### src/rtl/chgrp_pkg.sv
package chgrp_pkg;

  typedef enum logic {
    TBL_MAP = 1'b0,
    TBL_CAP = 1'b1
  } tbl_sel_e;

  // Capacity test: offset may use every slot up to and including the limit.
  function automatic logic within_cap(input int unsigned off, input int unsigned lim);
    return off <= lim;
  endfunction

endpackage

### src/rtl/chgrp_boundary.sv
module chgrp_boundary #(
  parameter int LANES = 8,
  parameter int GW    = 3
) (
  input  logic [LANES*GW-1:0] grp,
  output logic [LANES-1:0]    head
);
  assign head[0] = 1'b1;
  for (genvar l = 1; l < LANES; l++) begin : g_cmp
    assign head[l] = grp[l*GW +: GW] != grp[(l-1)*GW +: GW];
  end
endmodule

### src/rtl/chgrp_segscan.sv
module chgrp_segscan #(
  parameter int LANES = 8,
  localparam int OFW = $clog2(LANES) + 1,
  localparam int STG = $clog2(LANES)
) (
  input  logic [LANES-1:0]     valid,
  input  logic [LANES-1:0]     head,
  output logic [LANES*OFW-1:0] offset
);
  logic [OFW-1:0] sm  [0:STG][0:LANES-1];
  logic           flg [0:STG][0:LANES-1];

  for (genvar l = 0; l < LANES; l++) begin : g_init
    assign sm[0][l]  = OFW'(valid[l]);
    assign flg[0][l] = head[l];
  end

  for (genvar s = 0; s < STG; s++) begin : g_stage
    localparam int D = 1 << s;
    for (genvar l = 0; l < LANES; l++) begin : g_lane
      if (l >= D) begin : g_add
        assign sm[s+1][l]  = flg[s][l] ? sm[s][l] : sm[s][l] + sm[s][l-D];
        assign flg[s+1][l] = flg[s][l] | flg[s][l-D];
      end else begin : g_pass
        assign sm[s+1][l]  = sm[s][l];
        assign flg[s+1][l] = flg[s][l];
      end
    end
  end

  for (genvar l = 0; l < LANES; l++) begin : g_out
    assign offset[l*OFW +: OFW] = valid[l] ? sm[STG][l] - OFW'(1) : '0;
  end
endmodule

### src/rtl/chgrp_tables.sv
module chgrp_tables
  import chgrp_pkg::*;
#(
  parameter int LANES = 8,
  parameter int GW    = 3,
  parameter int PW    = 3,
  localparam int OFW = $clog2(LANES) + 1,
  localparam int CDW = (PW > OFW) ? PW : OFW,
  localparam int DEP = 1 << GW
) (
  input  logic                 clk,
  input  logic                 rst,
  input  logic                 we,
  input  tbl_sel_e             sel,
  input  logic [GW-1:0]        addr,
  input  logic [CDW-1:0]       data,
  input  logic [LANES*GW-1:0]  cap_idx,
  input  logic [LANES*GW-1:0]  map_idx,
  output logic [LANES*OFW-1:0] cap_rd,
  output logic [LANES*PW-1:0]  map_rd
);
  logic [PW-1:0]  map_q [DEP];
  logic [OFW-1:0] cap_q [DEP];

  always_ff @(posedge clk) begin
    if (rst) begin
      for (int k = 0; k < DEP; k++) begin
        map_q[k] <= PW'(k);
        cap_q[k] <= '0;
      end
    end else if (we) begin
      if (sel == TBL_MAP) map_q[addr] <= data[PW-1:0];
      else                cap_q[addr] <= data[OFW-1:0];
    end
  end

  for (genvar l = 0; l < LANES; l++) begin : g_rd
    assign cap_rd[l*OFW +: OFW] = cap_q[cap_idx[l*GW +: GW]];
    assign map_rd[l*PW +: PW]   = map_q[map_idx[l*GW +: GW]];
  end
endmodule

### src/rtl/chgrp_alloc.sv
module chgrp_alloc
  import chgrp_pkg::*;
#(
  parameter int LANES = 8,
  parameter int GW    = 3,
  parameter int PW    = 3,
  localparam int OFW = $clog2(LANES) + 1,
  localparam int CDW = (PW > OFW) ? PW : OFW
) (
  input  logic                 clk,
  input  logic                 rst,
  input  logic                 cfg_we,
  input  logic                 cfg_sel,
  input  logic [GW-1:0]        cfg_addr,
  input  logic [CDW-1:0]       cfg_data,
  input  logic [LANES-1:0]     i_valid,
  input  logic [LANES*GW-1:0]  i_grp,
  output logic [LANES-1:0]     o_grant,
  output logic [LANES*OFW-1:0] o_offset,
  output logic [LANES*PW-1:0]  o_phys
);
  // Named internal events, visible to the bound checker.
  logic [LANES-1:0]     run_head;
  logic [LANES*OFW-1:0] run_off;
  logic [LANES*OFW-1:0] grp_cap;
  logic [LANES*GW-1:0]  chan_idx;
  logic [LANES*PW-1:0]  chan_phys;
  logic [LANES-1:0]     grant_c;
  logic [LANES*PW-1:0]  phys_c;

  chgrp_boundary #(.LANES(LANES), .GW(GW)) u_bnd (
    .grp(i_grp), .head(run_head)
  );

  chgrp_segscan #(.LANES(LANES)) u_scan (
    .valid(i_valid), .head(run_head), .offset(run_off)
  );

  chgrp_tables #(.LANES(LANES), .GW(GW), .PW(PW)) u_tbl (
    .clk(clk), .rst(rst), .we(cfg_we), .sel(tbl_sel_e'(cfg_sel)),
    .addr(cfg_addr), .data(cfg_data),
    .cap_idx(i_grp), .map_idx(chan_idx),
    .cap_rd(grp_cap), .map_rd(chan_phys)
  );

  for (genvar l = 0; l < LANES; l++) begin : g_lane
    assign chan_idx[l*GW +: GW] = i_grp[l*GW +: GW] + GW'(run_off[l*OFW +: OFW]);
    assign grant_c[l] = i_valid[l] &&
                        within_cap(int'(run_off[l*OFW +: OFW]), int'(grp_cap[l*OFW +: OFW]));
    assign phys_c[l*PW +: PW] = grant_c[l] ? chan_phys[l*PW +: PW] : '0;
  end

  always_ff @(posedge clk) begin
    if (rst) begin
      o_grant  <= '0;
      o_offset <= '0;
      o_phys   <= '0;
    end else begin
      o_grant  <= grant_c;
      o_offset <= run_off;
      o_phys   <= phys_c;
    end
  end
endmodule

### config.mk
export PLATFORM = sky130hd
export DESIGN_NAME = chgrp_alloc
export DESIGN_NICKNAME = d
export VERILOG_FILES = /design/src/rtl/chgrp_pkg.sv /design/src/rtl/chgrp_boundary.sv /design/src/rtl/chgrp_segscan.sv /design/src/rtl/chgrp_tables.sv /design/src/rtl/chgrp_alloc.sv
export SDC_FILE = /design/constraint.sdc
export NUM_CORES = 1
export LEC_CHECK = 0
export ABC_AREA = 1
export BUFFER_PORTS_ARGS = -buffer_cell sky130_fd_sc_hd__buf_2
export CAP_MARGIN = 20
export CORE_MARGIN = 3
export CORE_UTILIZATION = 25
export CTS_CLUSTER_SIZE = 25
export DETAILED_ROUTE_END_ITERATION = 8
export GPL_TIMING_DRIVEN = 0
export PLACE_DENSITY = 0.52
export SYNTH_ARGS = -nofsm -noshare
export SYNTH_HDL_FRONTEND = slang
export SYNTH_SLANG_ARGS = --single-unit
### constraint.sdc
create_clock -name clk -period 6.6 [get_ports clk]
set_input_delay 1.32 -clock clk [delete_from_list [all_inputs] [get_ports clk]]
set_output_delay 1.32 -clock clk [all_outputs]
set_load 0.05 [all_outputs]
### Yosys cells after proc, flatten, opt, wreduce, memory -nomap -nowiden

Memories as Yosys holds them, arrays and structs flattened. A register that Yosys moved wholly into a read port is not among the register bits.
Index checks and enable logic that the tools add are counted.

| storage, ports and cells | value |
|---|---|
| memories | 2 |
| bits in writable memories | 56 |
| register bits | 40 |
| logic and storage cells | 129 |

| cells by class | value |
|---|---|
| multiplexer cells | 41 |
| magnitude comparators | 8 |
| bitwise operators | 18 |
| reductions and logical operators | 18 |
| $add $sub $neg | 33 |
| equal/unequal tests | 7 |

Memory list:

| memory | words | bits a word | read ports | clocked after Yosys merged registers in | wr ports | RTL line | source |
|---|---|---|---|---|---|---|---|
| u_tbl.cap_q | 8 | 4 | 8 | 0 | 8 | chgrp_tables.sv:23 | `logic [OFW-1:0] cap_q [DEP];` |
| u_tbl.map_q | 8 | 3 | 8 | 8 | 8 | chgrp_tables.sv:22 | `logic [PW-1:0] map_q [DEP];` |

Operators with widths:

| kind | count |
|---|---|
| 2-to-1 mux 4 bit | 26 |
| adder 4 bit | 8 |
| <= comparator 4 bit | 8 |
| subtractor 4 x 1 -> 4 bit, second input constant | 7 |
| adder 3 bit | 8 |
| != test 3 bit | 7 |
| OR reduction 2 bit | 8 |
| adder 1 x 1 -> 2 bit | 7 |
| 2-to-1 mux 1 bit | 12 |
| OR 1 bit | 10 |
| 2-to-1 mux 3 bit | 3 |
| adder 4 x 1 -> 4 bit | 2 |
| logical AND 1 bit | 8 |
| inverter 1 bit | 8 |
| OR reduction 4 bit | 1 |
| OR reduction 3 bit | 1 |
| subtractor 1 x 1 -> 2 bit, second input constant | 1 |

### Depth between registers and ports, before layout

| depth | value |
|---|---|
| depth in word-level cells | 12 |
| depth in mapped cells | 37 |

### Cells and area by module

From an unflattened synthesis, not the netlist that was laid out.

| second synthesis, totals | value |
|---|---|
| cell total of the unflattened synthesis | 2,007 |
| area total of the unflattened synthesis | 11,735.0 um^2 |

By module, submodules not included:

| module | seq. area each (um^2) | cells an instance | instances | area an instance (um^2) |
|---|---|---|---|---|
| chgrp_tables | 1,681.6 | 1,273 | 1 | 6,648.9 |
| chgrp_alloc | 1,281.2 | 388 | 1 | 3,096.7 |
| chgrp_segscan | 0.0 | 272 | 1 | 1,664.1 |
| chgrp_boundary | 0.0 | 74 | 1 | 325.3 |

### Worst setup path before layout

Ideal clock, no wire load.

| timing | value |
|---|---|
| path kind | in2reg |
| from | in i_grp[3] |
| to | reg o_phys[22], read port of u_tbl.map_q |
| required time | 6.485 ns |
| arrival time | 5.117 ns |
| slack | 1.368 ns |
| buffers on the path | 1 |
| stages on the path | 26 |
| path through | buf_2 -> xnor2_1 -> nand3_1 -> a21oi_1 -> ha_1 -> inv_1 -> fa_1 -> inv_1 -> nand3_1 -> nand2_2 -> nand2_1 -> nand2_1 -> inv_1 -> ha_1 -> nand2_1 -> o21ai_0 -> inv_1 -> ha_1 -> nor2_1 -> fa_1 -> inv_1 -> o21ai_0 -> a21oi_1 -> a21oi_1 -> a21oi_1 -> nor2_1 |

| between the ends | value |
|---|---|
| longest elaborated chain between the ends | 12 |

Ends and longest elaborated chain:

| element | RTL line | source |
|---|---|---|
| from (decl) | chgrp_alloc.sv:17 | `input logic [LANES*GW-1:0] i_grp,` |
| != test 3 bit | chgrp_boundary.sv:10 | `assign head[l] = grp[l*GW +: GW] != grp[(l-1)*GW +: GW];` |
| 2-to-1 mux 4 bit | chgrp_segscan.sv:22 | `assign sm[s+1][l] = flg[s][l] ? sm[s][l] : sm[s][l] + sm[s][l-D];` |
| adder 4 bit | chgrp_segscan.sv:22 |  |
| 2-to-1 mux 4 bit (*) | chgrp_segscan.sv:22 |  |
| adder 4 bit (*) | chgrp_segscan.sv:22 |  |
| 2-to-1 mux 4 bit (*) | chgrp_segscan.sv:22 |  |
| subtractor 4 x 1 -> 4 bit (*) | chgrp_segscan.sv:32 | `assign offset[l*OFW +: OFW] = valid[l] ? sm[STG][l] - OFW'(1) : '0;` |
| 2-to-1 mux 4 bit (*) | chgrp_segscan.sv:32 |  |
| net run_off[29] | chgrp_alloc.sv:24 | `logic [LANES*OFW-1:0] run_off;` |
| <= comparator 4 bit | chgrp_pkg.sv:10 | `return off <= lim;` |
| logical AND 1 bit | chgrp_alloc.sv:48 | `assign grant_c[l] = i_valid[l] &&` |
| inverter 1 bit (no line) | - |  |
| OR reduction 2 bit (no line) | - |  |
| to (decl) | chgrp_alloc.sv:20 | `output logic [LANES*PW-1:0] o_phys` |

Mark *: on every way through the listed nets, which the timed path passes. The rest lies on a longest branch.
A chain may end at the register's enable or synchronous reset.

### Worst setup path after layout

Same ends and word-level chain as after synthesis.

==> flow_summary_export.csv <==
group,metric,value,unit
timing,hold_viol_final,0,
yosys,synth_area_leader_cell,"edfxtp_1",
power_and_ir_drop,pwr-share-clk,0.362,
global_route,grtUsageTotal,0.186,
finish,drive_above_1_share,0.129,
clocking,cts_resized,0,
power_and_ir_drop,peakVddDrop,168,uV
critical_path,reg2reg_depth,11,
flow_run,max_cap_violations,0,
power_and_ir_drop,p_per_area,226,nW/um^2
timing,grt_setup_unrepaired,"no",
drt,wl_met3,3530,um
finish,fin_nets,1765,
placed_design,gp_congestion,0.930,
critical_path,worstPathRequired,6.93,ns
yosys,synth_flop_cell,"dfxtp_1",
timing,skew,0.0177,ns
drt,ant_nets,0,
timing,finalCriticalPeriod,6.01,ns
clocking,htree_levels,4,
timing,drv_slew,0,
drt,drc_errors,0,
timing,period_share,0.911,
drt,drt-vias-per-instance,5.04,
clocking,cts_sinks,115,
global_route,grt_pass1_wl,61300,um
drt,first_pass_iters,7,
floorplan,die_w,208,um
drt,route.vias.total,11032,
floorplan,dieArea,43100,um^2
global_route,antenna_found_initial,5,
drt,wl_met1,18400,um
yosys,synth_edf_count,56,
yosys,synth.cell_area,10200,um^2
timing,slew_headroom,0.326,
global_route,grt_overflow,0,
yosys,async_flop_share,0,
critical_path,critPathCaptureType,"flop",
clocking,cts.path.max_buffers,2,
critical_path,cp_max_fo,9,
power_and_ir_drop,leakagePower,0.00550,uW
drt,dr_wl_met2,17600,um
global_route,grt_pass1_vias,10134,
yosys,syn_area_per_cell,6.66,um^2
power_and_ir_drop,combPwrFrac,0.317,
yosys,seq_area_frac_synth,0.282,
finish,area_growth,17.4,%
floorplan,die_h,208,um
clocking,cts_buffers,17,
floorplan,core_area,39900,um^2
timing,max_freq,166,MHz
clocking,cts.clk_slew.worst_paths,0.06,ns
floorplan,rows,73,
timing,setup_viol,0,
power_and_ir_drop,swShare,0.399,
yosys,synth_area_leaders,"edfxtp_1 17%, nand2_1 13%, dfxtp_1 12%, a21oi_1 9.2%, ha_1 7.5%",
placed_design,io_buffers,101,
worst_hold_path,hold_class,"reg2reg",
yosys,yosysMostFrequentCell,"nand2_1",
floorplan,initial_core_util,0.255,
drt,routed_wl,41400,um
critical_path,reg2reg_slack,3.71,ns
placed_design,dp.final_hpwl,31400,um
floorplan,io_pins,107,
outcome,status,"finished clean",
power_and_ir_drop,seqPwrFrac,0.322,
clocking,clkLatencyLatePin,0.45,ns
worst_hold_path,hold_depth,4,
drt,drt_iter0_markers,1223,
critical_path,critical_path.startpoint,"i_grp[3]",
finish,fin_util,0.299,
timing,worstMarginPinSlew,1.00,ns
critical_path,worstSetupPathType,"in2reg",
power_and_ir_drop,internal_power,1620,uW
yosys,ys_warn_count,0,
clocking,root_buffer,"clkbuf_16",
yosys,synth_top_area_share,0.165,
critical_path,cp-start-kind,"input port",
clocking,hold_buffers,0,
yosys,synth_seq_cells,115,
drt,post_drt_wl_per_cell,18.9,um
yosys,synth.distinct_cells,46,
global_route,grt_max_degree,17,
clocking,cts_tree,"done",
timing,fin_setup_tns,0,ns
critical_path,r2r_start,"u_tbl.cap_q[7][1]$_SDFFCE_PN0P_",
yosys,synth_commonest_cells,"361 x nand2_1, 186 x a21oi_1, 154 x inv_1, 153 x nor2_1, 136 x o21ai_0",
power_and_ir_drop,p_sw,1070,uW
worst_hold_path,hp-start,"u_tbl.map_q[5][0]$_SDFFCE_PN1P_",
clocking,post_cts_buffers,0,
drt,highest_layer,"met5",
yosys,netlist_instances,1525,
critical_path,cp.arrival,6.35,ns
[cell families (layout without fill, tap and decap cells)]
family / Yosys count / after routing / share of synthesized area
buffers and inverters: 253 / 386 / 0.0976
adder cells (fa/ha/maj): 74 / 74 / 0.101
flip-flops: 115 / 115 / 0.282
AO/OA/AOI/OAI: 401 / 401 / 0.217
other: 1 / 5 / 0.000369
AND/OR/NAND/NOR: 655 / 655 / 0.274
XOR/XNOR: 26 / 26 / 0.0283
[final timing paths]
path / end
worst max-delay path: o_phys[22]$_SDFF_PP0_
worst min-delay path: o_phys[9]$_SDFF_PP0_
worst max register to register: o_phys[16]$_SDFF_PP0_
worst min register to register: o_phys[9]$_SDFF_PP0_
[through the flow]
stage | std cells | worst slack [ns] | power (uW) | area, um^2 | hold slack [ns]
3_5_place_dp | 2154 | 0.171 | 1720 | 11300 | 0.756
6_report | 2187 | 0.586 | 2690 | 11900 | 0.770
5_1_grt | 2186 | 0.197 | 2840 | 11900 | 0.828
2_1_floorplan | 1528 | 1.37 | 1450 | 10200 | 0.571
3_3_place_gp | 2154 | 0.235 | 1710 | 11300 | 0.750
4_1_cts | 2186 | 0.616 | 2700 | 11900 | 0.772
[cells in the final DEF, fill, tap and decap left out, types with 26 or more instances in the layout]
cell,count
o21ai_0,136
dfxtp_1,59
clkbuf_1,57
inv_2,26
inv_1,154
nor2_1,153
buf_2,104
edfxtp_1,56
ha_1,61
a21oi_1,186
nand3_1,82
nand2_1,361
[registers in the layout, summed over array words and instances, names as in the netlist]
| name | flops |
|---|---|
| u_tbl.cap_q | 32 |
| o_offset | 27 |
| o_phys | 24 |
| u_tbl.map_q | 24 |
| o_grant | 8 |
[cell type report]
| cell class | instances | area (um^2) |
|---|---|---|
| clock buffer | 17 | 425 |
| sequential | 115 | 2860 |
| timing repair buffer | 101 | 505 |
| multi-input combinational | 1160 | 6320 |
| buffer | 71 | 309 |
| clock inverter | 15 | 170 |
| tap | 525 | 657 |
| fill | 4344 | 28000 |
| inverter | 182 | 683 |
| antenna | 1 | 2.50 |
[per-layer routing]
| layer | track usage | up-vias |
|---|---|---|
| met3 | 0.0422 | 98 |
| met4 | 0.0822 | 8 |
| met1 | 0.255 | 5083 |
| li1 | - | 5345 |
| met2 | 0.280 | 498 |
| met5 | 0 | - |
[critical path, cell delays in order]
cell and delay [ns]:
buf_2 0.15, buf_2 0.25, xnor2_1 0.14, nand3_1 0.25, a21oi_1 0.60, ha_1 0.24
inv_1 0.05, fa_1 0.43, inv_1 0.07, nand3_1 0.10, nand2_2 0.17, nand2_1 0.10
nand2_1 0.08, inv_1 0.04, ha_1 0.26, nand2_1 0.04, o21ai_0 0.12, inv_1 0.09
ha_1 0.29, nor2_1 0.23, fa_1 0.52, inv_1 0.24, o21ai_0 0.15, a21oi_1 0.14
a21oi_1 0.07, a21oi_1 0.13, nor2_1 0.06
[power by group through the flow]
stage / sequential (uW) / combinational, uW / clock [uW]
after CTS: 862 / 849 / 992
after floorplan: 945 / 502 / 0
after global placement: 878 / 836 / 0
after global routing: 867 / 946 / 1020
final: 867 / 853 / 974
after detailed placement: 877 / 845 / 0
Note: power is estimated with default switching activity, not from simulation.
